<file path="config.mk">
export PLATFORM = sky130hd
export DESIGN_NAME = simd_addsub
export DESIGN_NICKNAME = d
export VERILOG_FILES = /design/src/rtl/simd_addsub_pkg.sv /design/src/rtl/simd_usat_lane.sv /design/src/rtl/simd_halve_lane.sv /design/src/rtl/simd_addsub.sv
export SDC_FILE = /design/constraint.sdc
export NUM_CORES = 1
export LEC_CHECK = 0
export ABC_AREA = 1
export BUFFER_PORTS_ARGS = -buffer_cell sky130_fd_sc_hd__buf_2
export CAP_MARGIN = 20
export CORE_ASPECT_RATIO = 0.9
export CORE_MARGIN = 2
export CORE_UTILIZATION = 55
export DETAILED_ROUTE_END_ITERATION = 7
export GPL_ROUTABILITY_DRIVEN = 0
export PLACE_DENSITY = 0.73
export SLEW_MARGIN = 20
export SYNTH_ARGS = -nofsm -noshare
export SYNTH_HDL_FRONTEND = slang
export SYNTH_HIERARCHICAL = 1
export SYNTH_SLANG_ARGS = --single-unit
</file>
<file path="constraint.sdc">
create_clock -name clk -period 6.1 [get_ports clk]
set_input_delay 1.22 -clock clk [delete_from_list [all_inputs] [get_ports clk]]
set_output_delay 1.22 -clock clk [all_outputs]
set_load 0.1 [all_outputs]
</file>
<file path="src/rtl/simd_addsub_pkg.sv">
package simd_addsub_pkg;
    localparam int OP_W = 4;

    typedef enum logic [1:0] {
        GRP_UHALF  = 2'b00,
        GRP_UBYTEH = 2'b01,
        GRP_SHALFH = 2'b10,
        GRP_SWORDH = 2'b11
    } grp_e;

    typedef struct packed {
        logic        valid;
        logic [31:0] result;
        logic        ovf;
    } stage_t;
endpackage

</file>
<file path="src/rtl/simd_usat_lane.sv">
module simd_usat_lane #(
    parameter int W = 16
) (
    input  logic [W-1:0] a,
    input  logic [W-1:0] b,
    input  logic         sub,
    input  logic         sat,
    output logic [W-1:0] res,
    output logic         ovf
);
    logic [W:0]   sum_w;
    logic [W-1:0] diff_w;
    logic         borrow;

    always_comb begin
        sum_w  = {1'b0, a} + {1'b0, b};
        diff_w = a - b;
        borrow = (a < b);
        ovf    = sub ? borrow : sum_w[W];
        if (sat && ovf) begin
            res = sub ? '0 : '1;
        end else begin
            res = sub ? diff_w : sum_w[W-1:0];
        end
    end
endmodule

</file>
<file path="src/rtl/simd_halve_lane.sv">
module simd_halve_lane #(
    parameter int W      = 8,
    parameter bit SIGNED = 1'b0
) (
    input  logic [W-1:0] a,
    input  logic [W-1:0] b,
    input  logic         sub,
    input  logic         rnd,
    output logic [W-1:0] res
);
    logic [W:0] ext_a;
    logic [W:0] ext_b;
    logic [W:0] mid;

    always_comb begin
        ext_a = SIGNED ? {a[W-1], a} : {1'b0, a};
        ext_b = SIGNED ? {b[W-1], b} : {1'b0, b};
        mid   = (sub ? (ext_a - ext_b) : (ext_a + ext_b)) + {{W{1'b0}}, rnd};
        res   = mid[W:1];
    end
endmodule

</file>
<file path="src/rtl/simd_addsub.sv">
module simd_addsub
    import simd_addsub_pkg::*;
#(
    parameter int DATA_W = 32
) (
    input  logic              clk,
    input  logic              rst_n,
    input  logic              in_valid,
    input  logic [OP_W-1:0]   op_sel,
    input  logic [DATA_W-1:0] opa,
    input  logic [DATA_W-1:0] opb,
    output logic              out_valid,
    output logic [DATA_W-1:0] result,
    output logic              ovf_set
);
    localparam int HW     = DATA_W / 2;
    localparam int BW     = DATA_W / 4;
    localparam int N_HALF = DATA_W / HW;
    localparam int N_BYTE = DATA_W / BW;

    grp_e grp;
    logic is_sub;
    logic modifier;

    logic [DATA_W-1:0] uh_res;
    logic [N_HALF-1:0] uh_ovf;
    logic [DATA_W-1:0] ub_res;
    logic [DATA_W-1:0] sh_res;
    logic [DATA_W-1:0] sw_res;

    stage_t st_d, st_q;

    assign grp      = grp_e'(op_sel[3:2]);
    assign is_sub   = op_sel[1];
    assign modifier = op_sel[0];

    for (genvar h = 0; h < N_HALF; h++) begin : g_half
        simd_usat_lane #(.W(HW)) u_usat (
            .a   (opa[h*HW +: HW]),
            .b   (opb[h*HW +: HW]),
            .sub (is_sub),
            .sat (modifier),
            .res (uh_res[h*HW +: HW]),
            .ovf (uh_ovf[h])
        );
        simd_halve_lane #(.W(HW), .SIGNED(1'b1)) u_shalf (
            .a   (opa[h*HW +: HW]),
            .b   (opb[h*HW +: HW]),
            .sub (is_sub),
            .rnd (modifier),
            .res (sh_res[h*HW +: HW])
        );
    end

    for (genvar q = 0; q < N_BYTE; q++) begin : g_byte
        simd_halve_lane #(.W(BW), .SIGNED(1'b0)) u_ubyte (
            .a   (opa[q*BW +: BW]),
            .b   (opb[q*BW +: BW]),
            .sub (is_sub),
            .rnd (modifier),
            .res (ub_res[q*BW +: BW])
        );
    end

    simd_halve_lane #(.W(DATA_W), .SIGNED(1'b1)) u_sword (
        .a   (opa),
        .b   (opb),
        .sub (is_sub),
        .rnd (modifier),
        .res (sw_res)
    );

    always_comb begin
        st_d       = st_q;
        st_d.valid = in_valid;
        st_d.ovf   = 1'b0;
        if (in_valid) begin
            case (grp)
                GRP_UHALF: begin
                    st_d.result = uh_res;
                    st_d.ovf    = |uh_ovf;
                end
                GRP_UBYTEH: st_d.result = ub_res;
                GRP_SHALFH: st_d.result = sh_res;
                default:    st_d.result = sw_res;
            endcase
        end
    end

    always_ff @(posedge clk) begin
        if (!rst_n) begin
            st_q <= '0;
        end else begin
            st_q <= st_d;
        end
    end

    assign out_valid = st_q.valid;
    assign result    = st_q.result;
    assign ovf_set   = st_q.ovf;
endmodule

</file>
[Word level (Yosys, flattened, before mapping)]
Cells that the tools add are included.
Storage, ports and cells
  input port bits: 71
  register bits: 34
  logic and storage cells: 52
Operators by class
  $lt $le $gt $ge: 2
  $add $sub $neg: 25
  reduce and logical (&&, ||, !) cells: 5
  equality and inequality tests: 2
  multiplexer cells: 15
Operators with widths (number)
  32-bit one-hot mux with 3 select lines: 1
  16-bit 2-to-1 mux: 5
  16-bit by 16-bit adder with 17-bit output: 4
  8-bit by 8-bit adder with 9-bit output: 4
  9-bit by 1-bit adder with 9-bit output: 4
  9-bit 2-to-1 mux: 4
  8-bit by 8-bit subtractor with 9-bit output: 4
  17-bit by 1-bit adder with 17-bit output: 2
  17-bit 2-to-1 mux: 2
  16-bit by 16-bit subtractor with 17-bit output: 2
  32-bit by 32-bit adder with 33-bit output: 1
  33-bit by 1-bit adder with 33-bit output: 1
  33-bit 2-to-1 mux: 1
  32-bit by 32-bit subtractor with 33-bit output: 1
  16-bit < comparator: 2
  16-bit subtractor: 2
  3-bit AND reduction: 1
  2-bit by 1-bit == test with 1-bit output (second input constant): 1
  2-bit == test (second input constant): 1
  1-bit logical AND: 2
  2-bit logical NOT: 1
  1-bit 2-to-1 mux: 2
  2-bit OR reduction: 1

[Depth between registers and ports, before layout]
  depth after elaboration: 5
  depth in mapped cells: 33
  depth with buffers taken out: 33

[Hierarchy]
Netlist, hierarchy kept.
Modules (own cells, without submodules)
  simd_halve_lane (u_sword): area each 4904.7 um^2, cells an instance 1022, times used 1
  simd_usat_lane: area each 2418.6 um^2, cells an instance 471, times used 2
  simd_halve_lane (g_byte[0].u_ubyte ...): area each 909.6 um^2, cells an instance 168, times used 4
  simd_addsub: area each 2272.2 um^2, cells an instance 351, times used 1
  simd_halve_lane (g_half[1].u_shalf): area each 2083.2 um^2, cells an instance 407, times used 1
  simd_halve_lane (g_half[0].u_shalf): area each 2077.0 um^2, cells an instance 404, times used 1

[Worst setup path after synthesis]
No wires, ideal clock.
  kind: input-to-reg
  from: in opb[0]
  to: reg st_q, in the netlist result[31]
  setup time: 136 ps
  setup slack: 1605 ps
  buffers on the path: 0
  data required time: 5964 ps
  data arrival time: 4359 ps
  stages on the path: 30
  path through: inv_1 ha_1 nand4_1 nor2_1 nand2_1 nor2_1 nand2_1 nor2_1 nand2_1 o21ai_0 xor2_1 ha_1 nand2_1 inv_1 nand2_1 and2_1 nand2_1 a21oi_1 nand2_1 nand2_1 nand2_1 nor2_1 nand2_1 nor2_1 nand3_1 nand2_1 nand2_1 or2_2 nand2_1 a21oi_2
Between the ends
  cells in the longest elaborated chain, start to end: 4
RTL lines
  start, declared: RTL line simd_addsub.sv:11  | input logic [DATA_W-1:0] opb,
  32-bit by 32-bit adder with 33-bit output or 32-bit by 32-bit subtractor with 33-bit output (tied branches): RTL line simd_halve_lane.sv:18  | mid = (sub ? (ext_a - ext_b) : (ext_a + ext_b)) + {{W{1'b0}}, rnd};
  33-bit 2-to-1 mux *: RTL line simd_halve_lane.sv:18
  33-bit by 1-bit adder with 33-bit output *: RTL line simd_halve_lane.sv:18
  via sw_res[31]: RTL line simd_addsub.sv:29  | logic [DATA_W-1:0] sw_res;
  32-bit one-hot mux with 3 select lines *: RTL line simd_addsub.sv:78  | case (grp)
  end signal, assigned: RTL line simd_addsub.sv:94  | st_q <= st_d;
  end, declared: RTL line simd_addsub.sv:31  | stage_t st_d, st_q;
Mark *: on every way through the listed nets, which the timed path passes. The rest lies on a longest branch.
A chain may end at the register's enable or synchronous reset.

[Worst setup path in the final report]
  from: in opb[2]
  to: reg st_q, in the netlist result[30]
The elaborated chain is that of the path after synthesis.

==> impl_results.md <==
* Status: finished with violations
* Failing checks: DRC
* Synth Flop Type: dfxtp_1
* Unrepaired setup endpoints after global routing: no
* Filler instances at 3842
* Clk_skew at 0 ns
* Buf/Inv on CP at 4
* Post-Syn Area per Cell at 5.22 sq um
* Row count at 65
* CTS Hold Bufs at 0
* Commonest non-fill, non-tap cell in the layout: nand2_1
* WP data required at 6.26 ns
* CTS tree: yes
* Syn Inst Count at 3798
* Post-DP HPWL at 56400 um
* Post-route DRC at 2
* CTS root buffer: clkbuf_16
* Post-CTS Setup Bufs at 0
* Die area at 37600 sq um
* Cell class contributing the biggest share of worst-path delay: simple AND/OR/NAND/NOR gates
* Syn_nets at 4054
* Reg-to-Reg Start: result[20]$_SDFFE_PN0P_
* Cell total after placement at 4322
* Worst path arrival time at 5.67 ns
* Crit path time final at 5.51 ns
* Max_slew headroom at 32.7%
* Via density at 5.32
* Seq cells post-synth at 34
* Sequential-to-total area share from yosys stat at 3.44%
* Max_cap viols at 0
* NumNets Final at 4116
* Fin cells at 4331
* Vias in the first global route at 19914
* Clk sinks at 34
* CTS max path bufs at 2
* Critical path depth at 28
* Max frequency at 182 MHz
* Routed Antenna Nets at 0
* Total CTS buffers at 5
* Worst Tran Pin Value at 1.01 ns
* Largest net degree at the start of global routing at 87
* 1st-pass router iterations at 8
* Number of port buffers at 104
* Drt initial violations at 2801
* Setup_tns at 0 ns
* Die height at 184 um
* Initial Util at 56.1%
* Area of the multi-input gates at 15800 sq um
* Initial antenna violation count at 1
* Final wirelength at 67000 um
* WS Path Type: input pin to flip-flop
* FF/Latch Area at 681 sq um
* First-pass GRT wire length at 105000 um
* Reg2reg path depth at 2
* Share of post-route cells with drive strength above 1 at 11.8%
* Cells resized by post-CTS repair at 0
* Crit-path max FO at 8
* Slowest CP cell: nor3_1
* Asr flop ratio synth at 0%
* Critical path's largest stage delay at 0.63 ns
* Mapped cell area at 19800 sq um
* Tot GR Track Use at 35.0%
* Critical path destination: result[30]$_SDFFE_PN0P_
* CP Launch Type: input pin
* Clk Latency, worst-skew pair at 0.28 ns
* Area delta synth->final at 4.76%
* I/O pin count at 105
* Die width at 204 um
* Leak pwr at 0.0125 uW
* Ys Warns at 6
* CP Capture Type: flip-flop
* Most used cell, CP: nand2_1
* Distinct cells, synth at 51
* Final setup viols at 0
* Min-Delay Startpoint: result[12]$_SDFFE_PN0P_
* Total number of vias at 23051
* Final hold vios at 0
* EDFF count, synth at 0
* Clock transition at path regs at 0.05 ns
* Final Util at 58.8%
* Core area at 35300 sq um
* Worst hold-check path type: flip-flop to flip-flop
* Reg2Reg Capture Point: result[20]$_SDFFE_PN0P_
* Crit path from: opb[2]
* Gr ovfl total at 0
* Most frequent cells in the layout: nand2_1 (1273), inv_1 (715), nand3_1 (365), nor2_1 (333), ha_1 (174)
* Tcrit/Tclk final at 90.3%
* Worst R2R Setup Slack at 5.34 ns
* Peak supply drop at 0.0973 mV
* H-tree depth at 2
* Pwr dens at 165 nW/um^2
* Max-slew violations at 0
* Routed wire per std cell at 15.5 um
routing by layer:
| metal | up-vias | track usage, % | part of all wire (%) |
|---|---|---|---|
| li1 | 11794 | - | - |
| met1 | 10102 | 53.3 | 47 |
| met2 | 1052 | 48.1 | 37 |
| met3 | 103 | 9.18 | 14 |
| met4 | 0 | 7.39 | 2.1 |
| met5 | - | 0 | 0 |
layout make-up:
cell class | count | share of cell area (%)
multi-input cells | 2932 | 76.2
inverters | 772 | 14.0
flip-flops and latches | 34 | 3.28
repair buffers | 115 | 2.98
well taps | 469 | 2.83
clock buffers | 7 | 0.687
clock inverters | 1 | 0.0241
diodes | 1 | 0.0121
worst min path at each step:
stage,slack (ns),cells after the start,to
floorplan,0.91,2,result[24]$_SDFFE_PN0P_
global placement,0.46,2,result[15]$_SDFFE_PN0P_
detailed placement,0.46,2,result[12]$_SDFFE_PN0P_
CTS,0.46,2,result[12]$_SDFFE_PN0P_
global route,0.49,2,result[15]$_SDFFE_PN0P_
finish,0.47,2,result[12]$_SDFFE_PN0P_
where the power goes:
part | total, uW | internal, uW | switching [uW]
sequential | 261 | 244 | 16.3
clock | 253 | 162 | 91.8
combinational | 2920 | 860 | 2060
total | 3430 | 1270 | 2170
flip-flops by register name (all words and copies together), names as in the netlist:
register / flops
out_valid: 1
ovf_set: 1
result: 32
cells by family after synthesis:
family / after synthesis / share of synthesized area, %
compound gates: 260 / 7.66
xor+xnor: 144 / 6.48
fa+ha+maj: 185 / 12.1
buf+inv: 832 / 16.7
flops: 34 / 3.44
simple gates: 2343 / 53.6
cell usage after synthesis, types with 26 or more instances:
cell | count | area share [%]
inv_1 | 715 | 14
o21ai_0 | 98 | 2.5
a21oi_2 | 37 | 1.6
inv_2 | 52 | 0.99
nand3_1 | 365 | 9.2
nand2_1 | 1273 | 24
nor2_2 | 38 | 1.2
nor2_1 | 333 | 6.3
nand3_2 | 26 | 1.3
a21oi_1 | 95 | 2.4
nand4_1 | 72 | 2.3
ha_1 | 174 | 11
nand2_2 | 105 | 3.3
xor2_1 | 119 | 5.3
dfxtp_1 | 34 | 3.4
worst register-to-register path: cells and delay by family (launching register included):
family / cells / cell delay (ns)
flip-flops: 1 / 0.39
AND/OR/NAND/NOR: 1 / 0.09
AO/OA/AOI/OAI: 1 / 0.20
per-stage QoR:
step | setup slack (ns) | total power (uW) | hold slack (ns) | area [sq um]
after global placement | 0.536 | 3070 | 0.458 | 20600
after detailed placement | 0.546 | 3080 | 0.457 | 20600
final | 0.592 | 3430 | 0.465 | 20800
after floorplan | 1.61 | 2410 | 0.909 | 19800
after CTS | 0.815 | 3350 | 0.465 | 20800
after global routing | 0.240 | 3750 | 0.493 | 20800
(Power assumes the default switching activity.)
